[src/rtl/reg3w_pkg.sv]
`timescale 1ns/1ps
package reg3w_pkg;
    localparam int ADDR_W     = 6;
    localparam int DATA_W     = 8;
    localparam int FRAME_BITS = 1 + ADDR_W + 1 + DATA_W;

    localparam logic [ADDR_W-1:0] ADR_CTRL1 = 6'h01;
    localparam logic [ADDR_W-1:0] ADR_CTRL2 = 6'h02;
    localparam logic [ADDR_W-1:0] ADR_SRST  = 6'h03;

    localparam logic [DATA_W-1:0] RST_CTRL1 = 8'h85;
    localparam logic [DATA_W-1:0] RST_CTRL2 = 8'h04;
    localparam logic [DATA_W-1:0] SRST_KEY  = 8'hAA;
    localparam logic [DATA_W-1:0] MODE_MASK = 8'h03;

    typedef enum logic [2:0] {
        ST_IDLE,
        ST_CMD,
        ST_WGAP,
        ST_WDATA,
        ST_RTURN,
        ST_RLEAD,
        ST_RSHIFT,
        ST_RDONE
    } ser_state_e;
endpackage

[src/rtl/reg3w_sync.sv]
`timescale 1ns/1ps
module reg3w_sync #(
    parameter int              WIDTH   = 3,
    parameter int              STAGES  = 2,
    parameter logic [WIDTH-1:0] RST_VAL = '0
) (
    input  logic             clk,
    input  logic             rst_n,
    input  logic [WIDTH-1:0] d,
    output logic [WIDTH-1:0] q
);
    generate
        if (STAGES <= 1) begin : g_single
            logic [WIDTH-1:0] stage_q;
            always_ff @(posedge clk or negedge rst_n) begin
                if (!rst_n) stage_q <= RST_VAL;
                else        stage_q <= d;
            end
            assign q = stage_q;
        end else begin : g_chain
            logic [WIDTH-1:0] stage_q [STAGES];
            always_ff @(posedge clk or negedge rst_n) begin
                if (!rst_n) begin
                    for (int i = 0; i < STAGES; i++) stage_q[i] <= RST_VAL;
                end else begin
                    stage_q[0] <= d;
                    for (int i = 1; i < STAGES; i++) stage_q[i] <= stage_q[i-1];
                end
            end
            assign q = stage_q[STAGES-1];
        end
    endgenerate
endmodule

[src/rtl/reg3w_frame.sv]
`timescale 1ns/1ps
module reg3w_frame
    import reg3w_pkg::*;
(
    input  logic              clk,
    input  logic              rst_n,
    input  logic              csn_s,
    input  logic              sclk_s,
    input  logic              din_s,
    input  logic [DATA_W-1:0] rd_data,
    output logic [ADDR_W-1:0] acc_addr,
    output logic              wr_stb,
    output logic [DATA_W-1:0] wr_data,
    output logic              ser_dout,
    output logic              ser_doe
);
    localparam int CNT_W    = $clog2(FRAME_BITS);
    localparam int CMD_END  = ADDR_W;
    localparam int DATA_END = FRAME_BITS - 1;

    ser_state_e         state, nxt;
    logic               sclk_q;
    logic               rise, fall;
    logic [CNT_W-1:0]   cnt;
    logic [ADDR_W-1:0]  cmd_sr;
    logic [DATA_W-2:0]  dat_sr;
    logic [DATA_W-1:0]  tx_sr;

    assign rise = sclk_s & ~sclk_q;
    assign fall = ~sclk_s & sclk_q;

    // state register
    always_ff @(posedge clk or negedge rst_n) begin
        if (!rst_n) state <= ST_IDLE;
        else        state <= nxt;
    end

    // transitions
    always_comb begin
        nxt = state;
        if (csn_s) begin
            nxt = ST_IDLE;
        end else begin
            unique case (state)
                ST_IDLE:   nxt = ST_CMD;
                ST_CMD:    if (rise && cnt == CNT_W'(CMD_END))
                               nxt = cmd_sr[ADDR_W-1] ? ST_RTURN : ST_WGAP;
                ST_WGAP:   if (rise) nxt = ST_WDATA;
                ST_WDATA:  if (rise && cnt == CNT_W'(DATA_END)) nxt = ST_CMD;
                ST_RTURN:  if (rise) nxt = ST_RLEAD;
                ST_RLEAD:  if (fall) nxt = ST_RSHIFT;
                ST_RSHIFT: if (fall && cnt == '0) nxt = ST_RDONE;
                ST_RDONE:  nxt = ST_RDONE;
                default:   nxt = ST_IDLE;
            endcase
        end
    end

    // datapath and outputs
    always_ff @(posedge clk or negedge rst_n) begin
        if (!rst_n) begin
            sclk_q   <= 1'b0;
            cnt      <= '0;
            cmd_sr   <= '0;
            dat_sr   <= '0;
            tx_sr    <= '0;
            acc_addr <= '0;
            wr_stb   <= 1'b0;
            wr_data  <= '0;
            ser_dout <= 1'b0;
            ser_doe  <= 1'b0;
        end else begin
            sclk_q <= sclk_s;
            wr_stb <= 1'b0;
            if (csn_s) begin
                cnt      <= '0;
                ser_doe  <= 1'b0;
                ser_dout <= 1'b0;
            end else begin
                unique case (state)
                    ST_IDLE: cnt <= '0;
                    ST_CMD: begin
                        if (rise) begin
                            cmd_sr <= {cmd_sr[ADDR_W-2:0], din_s};
                            cnt    <= cnt + 1'b1;
                            if (cnt == CNT_W'(CMD_END))
                                acc_addr <= {cmd_sr[ADDR_W-2:0], din_s};
                        end
                    end
                    ST_WGAP: begin
                        if (rise) cnt <= cnt + 1'b1;
                    end
                    ST_WDATA: begin
                        if (rise) begin
                            dat_sr <= {dat_sr[DATA_W-3:0], din_s};
                            if (cnt == CNT_W'(DATA_END)) begin
                                wr_stb  <= 1'b1;
                                wr_data <= {dat_sr, din_s};
                                cnt     <= '0;
                            end else begin
                                cnt <= cnt + 1'b1;
                            end
                        end
                    end
                    ST_RLEAD: begin
                        if (fall) begin
                            ser_dout <= rd_data[DATA_W-1];
                            tx_sr    <= {rd_data[DATA_W-2:0], 1'b0};
                            ser_doe  <= 1'b1;
                            cnt      <= CNT_W'(DATA_W - 1);
                        end
                    end
                    ST_RSHIFT: begin
                        if (fall) begin
                            if (cnt == '0) begin
                                ser_doe  <= 1'b0;
                                ser_dout <= 1'b0;
                            end else begin
                                ser_dout <= tx_sr[DATA_W-1];
                                tx_sr    <= {tx_sr[DATA_W-2:0], 1'b0};
                                cnt      <= cnt - 1'b1;
                            end
                        end
                    end
                    default: ;
                endcase
            end
        end
    end
endmodule

[src/rtl/reg3w_regs.sv]
`timescale 1ns/1ps
module reg3w_regs
    import reg3w_pkg::*;
(
    input  logic              clk,
    input  logic              rst_n,
    input  logic              wr_stb,
    input  logic [ADDR_W-1:0] acc_addr,
    input  logic [DATA_W-1:0] wr_data,
    output logic [DATA_W-1:0] rd_data,
    output logic [DATA_W-1:0] ctrl1,
    output logic [DATA_W-1:0] ctrl2
);
    always_ff @(posedge clk or negedge rst_n) begin
        if (!rst_n) begin
            ctrl1 <= RST_CTRL1;
            ctrl2 <= RST_CTRL2;
        end else if (wr_stb) begin
            if (acc_addr == ADR_CTRL1) begin
                ctrl1 <= wr_data;
            end else if (acc_addr == ADR_CTRL2) begin
                ctrl2 <= wr_data;
            end else if (acc_addr == ADR_SRST && wr_data == SRST_KEY) begin
                ctrl1 <= RST_CTRL1 & ~MODE_MASK;
                ctrl2 <= RST_CTRL2;
            end
        end
    end

    always_comb begin
        if (acc_addr == ADR_CTRL1)      rd_data = ctrl1;
        else if (acc_addr == ADR_CTRL2) rd_data = ctrl2;
        else                            rd_data = '0;
    end
endmodule

[src/rtl/reg3w_slave.sv]
`timescale 1ns/1ps
module reg3w_slave
    import reg3w_pkg::*;
#(
    parameter int SYNC_STAGES = 2
) (
    input  logic       clk,
    input  logic       rst_n,
    input  logic       ser_csn,
    input  logic       ser_clk,
    input  logic       ser_din,
    output logic       ser_dout,
    output logic       ser_doe,
    output logic       ldo_unclamp,
    output logic       ldo_enable,
    output logic [1:0] filt_bw,
    output logic [1:0] lo_sel,
    output logic [1:0] pwr_mode,
    output logic [1:0] agc_rate,
    output logic       agc_coarse,
    output logic       wide_dev,
    output logic       cal_go
);
    logic              csn_s, sclk_s, din_s;
    logic [ADDR_W-1:0] acc_addr;
    logic              wr_stb;
    logic [DATA_W-1:0] wr_data;
    logic [DATA_W-1:0] rd_data;
    logic [DATA_W-1:0] ctrl1, ctrl2;

    reg3w_sync #(
        .WIDTH  (3),
        .STAGES (SYNC_STAGES),
        .RST_VAL(3'b100)
    ) u_sync (
        .clk  (clk),
        .rst_n(rst_n),
        .d    ({ser_csn, ser_clk, ser_din}),
        .q    ({csn_s, sclk_s, din_s})
    );

    reg3w_frame u_frame (
        .clk     (clk),
        .rst_n   (rst_n),
        .csn_s   (csn_s),
        .sclk_s  (sclk_s),
        .din_s   (din_s),
        .rd_data (rd_data),
        .acc_addr(acc_addr),
        .wr_stb  (wr_stb),
        .wr_data (wr_data),
        .ser_dout(ser_dout),
        .ser_doe (ser_doe)
    );

    reg3w_regs u_regs (
        .clk     (clk),
        .rst_n   (rst_n),
        .wr_stb  (wr_stb),
        .acc_addr(acc_addr),
        .wr_data (wr_data),
        .rd_data (rd_data),
        .ctrl1   (ctrl1),
        .ctrl2   (ctrl2)
    );

    assign ldo_unclamp = ctrl1[7];
    assign ldo_enable  = ctrl1[6];
    assign filt_bw     = ctrl1[5:4];
    assign lo_sel      = ctrl1[3:2];
    assign pwr_mode    = ctrl1[1:0];
    assign agc_rate    = ctrl2[5:4];
    assign agc_coarse  = ctrl2[2];
    assign wide_dev    = ctrl2[1];
    assign cal_go      = ctrl2[0];
endmodule

[config.mk]
export PLATFORM = sky130hd
export DESIGN_NAME = reg3w_slave
export DESIGN_NICKNAME = d
export VERILOG_FILES = /design/src/rtl/reg3w_pkg.sv /design/src/rtl/reg3w_sync.sv /design/src/rtl/reg3w_frame.sv /design/src/rtl/reg3w_regs.sv /design/src/rtl/reg3w_slave.sv
export SDC_FILE = /design/constraint.sdc
export NUM_CORES = 1
export LEC_CHECK = 0
export ABC_AREA = 1
export BUFFER_PORTS_ARGS = -buffer_cell sky130_fd_sc_hd__clkbuf_2
export CAP_MARGIN = 0
export CORE_MARGIN = 3
export CORE_UTILIZATION = 60
export DETAILED_ROUTE_END_ITERATION = 6
export GPL_TIMING_DRIVEN = 1
export PLACE_DENSITY_LB_ADDON = 0.2
export SYNTH_ARGS = -nofsm -noshare
export SYNTH_HDL_FRONTEND = slang
export SYNTH_SLANG_ARGS = --single-unit
[constraint.sdc]
create_clock -name clk -period 2.1 [get_ports clk]
set_input_delay 0.105 -clock clk [delete_from_list [all_inputs] [get_ports clk]]
set_output_delay 0.105 -clock clk [all_outputs]
set_load 0.05 [all_outputs]
# Word-level counts from Yosys, hierarchy flattened
# Index checks and enable logic that the tools add are counted.
# Widths: inputs -> output; s select.
dict set report op_classes {
  add_sub_neg 2
  n_eq_ne 28
  mux 42
  n_bitwise 6
  n_reduce_logical 23
}
# cell count
set op_table {}
lappend op_table {{$mux 8} 10}
lappend op_table {{$mux 4} 7}
lappend op_table {{$ne 3x2->1 const B} 9}
lappend op_table {{$mux 3} 8}
lappend op_table {{$pmux 3 s8} 1}
lappend op_table {{$pmux 4 s5} 1}
lappend op_table {{$pmux 8 s2} 1}
lappend op_table {{$reduce_and 3->1} 5}
lappend op_table {{$eq 3x3->1 const B} 4}
lappend op_table {{$eq 6x2->1 const B} 2}
lappend op_table {{$mux 1} 12}
lappend op_table {{$reduce_and 4->1} 3}
lappend op_table {{$reduce_and 6->1} 2}
lappend op_table {{$eq 8x8->1 const B} 1}
lappend op_table {{$eq 3x2->1 const B} 2}
lappend op_table {{$eq 6x1->1 const B} 1}
lappend op_table {{$ne 2x1->1 const B} 3}
lappend op_table {{$reduce_bool 2->1} 3}
lappend op_table {{$reduce_bool 6->1} 1}
lappend op_table {{$reduce_and 5->1} 1}
lappend op_table {{$add 4x1->4 const B} 1}
lappend op_table {{$eq 4x3->1 const B} 1}
lappend op_table {{$eq 4x4->1 const B} 1}
lappend op_table {{$logic_and 1x1->1} 4}
lappend op_table {{other kinds (12)} 17}
dict set report word_totals {
  reg_bits 68
  inputBits 5
  output_inout_bits 15
  elab_cells 116
}

# Logic depth before layout (Yosys ltp)
# Gate-level depths: netlist of the first run.
dict set report depth {
  ltp_word 6
  depth_mapped 11
  depth_no_buf 11
}

# Hierarchy
# From an unflattened synthesis of the first run, not the netlist that was laid out.
dict set report hier_totals {
  hier_cells 401
  area_unflattened_um2 3469.6
}
# mod instances cells_per_inst area_each_um2 seq_area_each_um2
set by_module_without_submodules {}
lappend by_module_without_submodules {reg3w_frame 1 285 2438.6 1126.1}
lappend by_module_without_submodules {reg3w_regs 1 107 855.8 405.4}
lappend by_module_without_submodules {reg3w_sync 1 9 175.2 152.6}

# Worst setup path before layout of the first run
# Ideal clock, no wire load.
dict set report synth_path {
  kind {register to register}
  start {register u_frame.cnt[1]}
  end {register u_frame.state[1]}
  setup_time_ns 0.117
  t_arrival_ns 1.330
  path_slack_ns 0.654
  path_stages_with_launch 11
  path_buffers 0
  synth_period_minus_slack_ns 1.446
  path_cell_list {dfrtp_1 -> ha_1 -> nand2_1 -> nor2_1 -> nand2_1 -> nand2_1 -> inv_1 -> nor2_1 -> nand2_1 -> nand2_1 -> nand2_1}
}
dict set report synth_between {
  elab_chain_cells 4
}
# item line
set synth_lines {}
lappend synth_lines {{from (decl)} reg3w_frame.sv:24} ;# logic [CNT_W-1:0] cnt;
lappend synth_lines {{from (signal assigned)} reg3w_frame.sv:85} ;# cnt <= cnt + 1'b1;
lappend synth_lines {{from (signal assigned)} reg3w_frame.sv:91} ;# if (rise) cnt <= cnt + 1'b1;
lappend synth_lines {{from (signal assigned)} reg3w_frame.sv:101} ;# cnt <= cnt + 1'b1;
lappend synth_lines {{$eq 4x4->1, or another cell as far along} reg3w_frame.sv:49} ;# ST_WDATA: if (rise && cnt == CNT_W'(DATA_END)) nxt = ST_CMD;
lappend synth_lines {{$logic_and 1x1->1 (on tied branches)} {reg3w_frame.sv:49, reg3w_frame.sv:46, reg3w_frame.sv:52}}
lappend synth_lines {{$ne 3x2->1 (no source line)} --}
lappend synth_lines {{$reduce_and 6->1 (no source line) (*)} --}
lappend synth_lines {{to (signal assigned)} reg3w_frame.sv:35} ;# else state <= nxt;
lappend synth_lines {{to (decl)} reg3w_frame.sv:21} ;# ser_state_e state, nxt;
# Every way passes the cells marked *; elsewhere a longest branch is shown, timed or not.
# A chain may end at the register's enable or synchronous reset.

# Final worst setup path of the first run
dict set report layout_path {
  start {register u_frame.state[2]}
  end {register u_frame.wr_data[7]}
}
dict set report layout_between {
  elab_chain_cells 2
}
# item line
set layout_lines {}
lappend layout_lines {{$eq 3x2->1} reg3w_frame.sv:80} ;# unique case (state)
lappend layout_lines {{$reduce_and 4->1 (no source line)} --}
lappend layout_lines {{to (signal assigned)} reg3w_frame.sv:98} ;# wr_data <= {dat_sr, din_s};
lappend layout_lines {{to (decl)} reg3w_frame.sv:13} ;# output logic [DATA_W-1:0] wr_data,
# Every way passes these cells.

==> run summary, run 1 <==
Die Y = 80.4 µm
Setup bufs post-CTS = 0
Diode count = 0
Synthesized flop and latch total = 67
DR pass1 iterations = 4
Max-cap violations = 0
Share of cells above drive strength 1 = 13.3%
Synth top area cells = dfrtp_1, nand2_1, nand3_1
Routed WL = 6460 µm
Slew Limit Fails = 0
Overall power = 0.00311 W
Post-Layout Inst Area = 3710 µm²
Num rows = 26
Core Util, Final = 70.8%
GR Util All Layers = 23.2%
Dpl cells = 515
Min Clock Period, post-route = 1.70 ns
Top cell type's share of synthesized area = 46.0%
H-tree depth = 3
Initial antenna violation count = 0
Vias in the first global route = 2537
Worst Setup Start Kind = flop
Congestion Overflow GR = 0
Post-synth top area cell = dfrtp_1
Number of synthesis warnings = 0
DRT antenna net count = 0
Period utilisation layout = 81.0%
First-pass GRT wire length = 11500 µm
Mapped Nets = 444
Count of final hold-check violations = 0
Max transition margin = 70.3%
Longest Clk Path Bufs = 2
CTS Root Cell = clkbuf_8
Fill count = 425
Cell count after synthesis = 436
Port bufs = 19
Post-DP HPWL = 4560 µm
Total CTS buffers = 9
Endpoint class of the critical path = flop
Clock Latency Late Sink = 0.35 ns
CP required = 2.37 ns
Area Growth Syn to Fin = 11.8%
Post-DP Area = 3450 µm²
I/O Pins = 20
Netlist cell types = 28
Setup slack, reg-to-reg = 0.40 ns
Fmax = 0.588 GHz
Worst-Margin Slew = 0.445 ns
Final Non-Filler Cells = 535
Die W = 80.4 µm
RSZ-0062 raised after global routing = false
Routed vias/inst = 5.01
Total clock sinks = 67
Fin nets = 468
Residual DRC = 0
Core box area = 5240 µm²
Initial Util = 63.4%
DR iter-0 viols = 126
Largest net degree at the start of global routing = 68
Cell Area, Synth = 3320 µm²
PwrDens = 840 nW/µm²
Setup CP Type = reg -> reg
Fin Setup TNS = 0 ns
Lkg Pwr = 1.99 nW
TritonCTS clock tree = built
CP max FO = 15
Routed via count = 2681
Final-report setup violation count = 0
Drt wl/cell = 12.1 µm
CTS clock-pin slew for the worst setup and hold paths = 0.08 ns
Hold Path Class = in -> async
Die area = 6460 µm²
Routability Congestion = 0.876
Sequential fraction of the synthesis area = 50.8%
Worst VDD drop = 0.534 mV
WP data arrival = 1.97 ns
Synth Area per Inst = 7.61 µm²
Outcome = finished, final reports clean
Final Skew = 0.0135 ns
[final cells by class]
| class | instances | area (µm²) | share of cell area (%) |
|---|---|---|---|
| Clock buffer | 10 | 128 | 3.44 |
| Inverter | 46 | 173 | 4.66 |
| Clock inverter | 6 | 88.8 | 2.40 |
| Tap cell | 70 | 87.6 | 2.36 |
| Timing Repair Buffer | 28 | 185 | 4.99 |
| Sequential cell | 67 | 1680 | 45.4 |
| Multi-Input combinational cell | 308 | 1360 | 36.7 |
[metrics by stage]
stage / hold WS, ns / setup WS [ns]
floorplan: -0.191 / 0.654
global placement: 0.147 / 0.452
detailed placement: 0.146 / 0.411
CTS: 0.309 / 0.388
global route: 0.346 / 0.176
finish: 0.290 / 0.398
[cells in the final DEF, fill, tap and decap left out, types with 2 or more instances in the layout]
master         Yosys  layout
a21oi_1            4       4
buf_4              4       4
bufinv_16          0       2
clkbuf_2           0      18
clkbuf_8           0       9
clkinvlp_4         0       2
dfrtp_1           61      61
dfstp_2            6       6
dlygate4sd3_1      0       4
ha_1               3       3
inv_1             42      42
inv_2              4       4
nand2_1          169     169
nand2_2            2       2
nand3_1           36      36
nand3b_1           3       3
nand4_1            4       4
nor2_1            46      46
nor2_2             2       2
o21ai_0           22      22
o21ai_1            4       4
o21ai_2            6       6
[Yosys cell counts (all sizes together)]
cell,n
nand2,172
dfrtp,61
nor2,49
inv,46
nand3,37
o21ai,32
buf,12
dfstp,6
a21oi,4
nand4,4
clkbuf,3
ha,3
nand3b,3
nor3,1
o21a,1
o2bb2ai,1
xor2,1
[flip-flops by register name (all words and copies together), names as in the netlist, 3 cells and up]
register                cells
u_frame.acc_addr            6
u_frame.tx_sr               7
u_sync.g_chain.stage_q      3
u_frame.cnt                 4
u_frame.state               3
u_frame.wr_data             8
u_sync.q                    3
u_frame.cmd_sr              6
u_regs.ctrl2                8
u_frame.dat_sr              7
u_regs.ctrl1                8
[what timing repair did]
item | CTS | global route
hold endpoints to repair | 64 | 0
hold buffers | 4 | 0
gates resized for setup | 0 | 0
[power by group]
part / switching (W) / total, W / internal (W)
Clock: 0.000500 / 0.00117 / 0.000671
Sequential: 0.0000889 / 0.00147 / 0.00138
Combinational: 0.000311 / 0.000471 / 0.000160
[per-layer routing]
layer | GRT usage, % | share of wire (%)
met5 | 0 | 0
met1 | 33.3 | 51
met3 | 4.93 | 3.2
met2 | 33.9 | 45
met4 | 10.1 | 0.98
[worst paths after layout]
path,startpoint,endpoint,cells past startpoint
min in group clk,u_sync.g_chain.stage_q[5]$_DFF_PN1_,u_sync.q[2]$_DFF_PN1_,0
setup reg to reg,u_frame.state[2]$_DFFE_PN0P_,u_frame.wr_data[7]$_DFFE_PN0P_,9
hold / removal,rst_n,u_frame.cnt[3]$_DFFE_PN0P_,3
setup / recovery,u_frame.state[2]$_DFFE_PN0P_,u_frame.wr_data[7]$_DFFE_PN0P_,9
hold reg to reg,u_sync.g_chain.stage_q[5]$_DFF_PN1_,u_sync.q[2]$_DFF_PN1_,0
max in group asynchronous,rst_n,u_regs.ctrl1[7]$_DFFE_PN1P_,3
[cells by family after synthesis]
family          after synthesis  share of synthesized area, %
flops                        67                          50.8
xor+xnor                      1                         0.264
fa+ha+maj                     3                          1.13
buf+inv                      61                          8.18
simple gates                266                          33.1
compound gates               38                          6.60
[critical path, cell delays in order, from the launching register on]
cell and delay, ns:
dfrtp_1 0.47, inv_1 0.16, nand2_1 0.10, nor2_2 0.13, inv_2 0.06, nor2_4 0.28
nand2_4 0.20, inv_1 0.12, nand2_1 0.05, o21ai_0 0.07
No activity file was read; power rests on OpenSTA's default activity.
==> run 2: changes to the inputs <==
--- a/config.mk
+++ b/config.mk
@@ -9,7 +9,7 @@
 export BUFFER_PORTS_ARGS = -buffer_cell sky130_fd_sc_hd__clkbuf_2
 export CAP_MARGIN = 0
 export CORE_MARGIN = 3
-export CORE_UTILIZATION = 60
+export CORE_UTILIZATION = 54
 export DETAILED_ROUTE_END_ITERATION = 6
 export GPL_TIMING_DRIVEN = 1
 export PLACE_DENSITY_LB_ADDON = 0.2
==> constraint.sdc (replaced) <==
create_clock -name clk -period 1.5 [get_ports clk]
set_input_delay 0.075 -clock clk [delete_from_list [all_inputs] [get_ports clk]]
set_output_delay 0.075 -clock clk [all_outputs]
set_load 0.05 [all_outputs]
==> run 2 against run 1 <==
Compared with the run above:
- final cell count increased by 4.7%
- critical path depth increased by 2
- sequential share of layout area decreased by 3.7 points
- critical endpoint is now u_frame.state[2]$_DFFE_PN0P_
- wire length increased by 11%
- combinational power increased by 100%
- global-route usage decreased by 2.3 points
- fmax increased by 15%
- die area increased by 10%
- cell area increased by 9.1%
==> run summary, run 2 (synthesized netlist as in run 1, its figures left out) <==
DRT antenna net count = 0
Combinational power share = 20.2%
Total clock sinks = 67
CP required = 1.73 ns
GR Util All Layers = 20.9%
Busiest grt layer = met2
WP data arrival = 1.71 ns
Max-cap violations = 0
Initial antenna violation count = 0
I/O Pins = 20
Switch share = 29.4%
Post-DP Area = 3600 µm²
Family with the most delay on the worst path = simple AND/OR/NAND/NOR gates
Max transition margin = 75.9%
Fill count = 441
Most frequent cells in the layout = nand2_1, dfrtp_1, nor2_1
CP max FO = 4
Drt wl/cell = 12.9 µm
Routed vias/inst = 5.16
CTS clock-pin slew for the worst setup and hold paths = 0.07 ns
Worst VDD drop = 0.725 mV
Worst-Margin Slew = 0.361 ns
CP Buf/Inv Count = 2
Largest net degree at the start of global routing = 68
Diode count = 0
Routed via count = 2889
Hold Path Class = in -> async
CP cell instances = buf_4, ha_4, nand2_2, nor2_2, nand2_1, nand2_2, nand2_4, inv_2, nand2_2, nand2_1, nand2_1
Grt met2 use = 31.5%
Final Non-Filler Cells = 560
Met3 Use GR = 5.89%
Initial Util = 58.1%
Period utilisation layout = 98.6%
Final WS setup = 0.0205 ns
Fin nets = 491
Residual DRC = 0
First-pass GRT wire length = 11900 µm
Internal power = 0.00329 W
Min Clock Period, post-route = 1.48 ns
Die Y = 84.4 µm
Share of cells above drive strength 1 = 23.6%
Port bufs = 19
Outcome = finished, final reports clean
Top flop regs = u_frame.wr_data x8, u_regs.ctrl1 x8, u_regs.ctrl2 x8
Vias in the first global route = 2582
Pre-CTS WS = -0.117 ns
Endpoint class of the critical path = flop
DR iter-0 viols = 299
Slowest stage delay, CP = 0.42 ns
Final Skew = 0.00872 ns
Final-report setup violation count = 0
Lkg Pwr = 2.13 nW
Die W = 84.4 µm
DR pass1 iterations = 5
Dpl cells = 535
Met1 usage in global routing = 28.6%
Post-Layout Inst Area = 4050 µm²
Worst Setup Start Kind = flop
Power share of the clock group = 35.7%
H-tree depth = 3
Commonest non-fill, non-tap cell in the layout = nand2_1
Count of final hold-check violations = 0
Slew Limit Fails = 0
PwrDens = 1150 nW/µm²
TritonCTS clock tree = built
Setup CP Type = reg -> reg
Routability Congestion = 0.894
CTS Root Cell = clkbuf_8
Longest Clk Path Bufs = 2
Congestion Overflow GR = 0
Fmax = 0.676 GHz
Routed WL = 7200 µm
Minimum hold slack = 0.249 ns
Seq pwr share = 44.1%
Num rows = 27
Area Growth Syn to Fin = 22.0%
Die area = 7120 µm²
RSZ-0062 raised after global routing = true
Post-DP HPWL = 4710 µm
Clock Latency Late Sink = 0.35 ns
Core box area = 5710 µm²
Total CTS buffers = 9
Critical path's slowest cell = dfrtp_2
P_sw = 0.00137 W
## run 2: cell types whose count changed in the layout (fill, tap and decap cells not counted), sizes merged
cell,change
buf,+22
clkbuf,+2
clkinv,+1
clkinvlp,-2
inv,-1
nand2,+1
## run 2: power groups by stage
| stage | Sequential, W | Combinational, W | Clock [W] |
|---|---|---|---|
| 2_1_floorplan | 0.00206 | 0.000517 | 0 |
| 3_3_place_gp | 0.00207 | 0.000748 | 0 |
| 3_5_place_dp | 0.00207 | 0.000762 | 0 |
| 4_1_cts | 0.00204 | 0.000802 | 0.00169 |
| 5_1_grt | 0.00207 | 0.00106 | 0.00178 |
| 6_report | 0.00206 | 0.000940 | 0.00167 |
## run 2: path summary, 6_finish.rpt
kind | cells after the start | from | slack [ns] | to
setup / recovery | 11 | u_frame.cnt[1]$_DFFE_PN0P_ | 0.02 | u_frame.state[2]$_DFFE_PN0P_
hold / removal | 3 | rst_n | 0.25 | u_frame.cnt[3]$_DFFE_PN0P_
setup reg to reg | 11 | u_frame.cnt[1]$_DFFE_PN0P_ | 0.02 | u_frame.state[2]$_DFFE_PN0P_
hold reg to reg | 0 | u_sync.g_chain.stage_q[4]$_DFF_PN0_ | 0.35 | u_sync.q[1]$_DFF_PN0_
max in group asynchronous | 3 | rst_n | 0.90 | u_regs.ctrl1[2]$_DFFE_PN1P_
min in group clk | 0 | u_sync.g_chain.stage_q[4]$_DFF_PN0_ | 0.35 | u_sync.q[1]$_DFF_PN0_
## run 2: cell type report
type | instances | area, µm² | area share (%)
Clock inverter | 4 | 73.8 | 1.82
Clock buffer | 12 | 145 | 3.59
Inverter | 46 | 175 | 4.33
Tap cell | 72 | 90.1 | 2.23
Sequential cell | 67 | 1690 | 41.7
Multi-Input combinational cell | 309 | 1510 | 37.2
Timing Repair Buffer | 50 | 370 | 9.15
## run 2: metrics by stage
| stage | utilization (%) | power (W) | TNS (ns) |
|---|---|---|---|
| after floorplan | - | 0.00258 | 0 |
| after global placement | 63.1 | 0.00282 | -0.319 |
| after detailed placement | 63.1 | 0.00283 | -0.611 |
| after CTS | 68.1 | 0.00453 | 0 |
| after global routing | 70.9 | 0.00490 | -0.753 |
| final | 70.9 | 0.00466 | 0 |
## run 2: worst min-delay path, stage by stage
cell and delay, ns:
dlygate4sd3_1 0.52, buf_2 0.12, buf_12 0.29
## run 2: per-layer routing
metal | vias up | share of wire (%)
li1 | 1451 | -
met1 | 1355 | 45
met2 | 68 | 48
met3 | 15 | 5.0
met4 | 0 | 1.8
met5 | - | 0
## run 2: timing repair
action | in CTS | in global routing
endpoints found under the setup margin | 12 | 51
endpoints found under the hold margin | 64 | 0
buffers inserted | 1 | 3
resized for setup | 5 | 41
hold buffers | 4 | 0
gates cloned | 0 | 1
pin swaps | 0 | 10
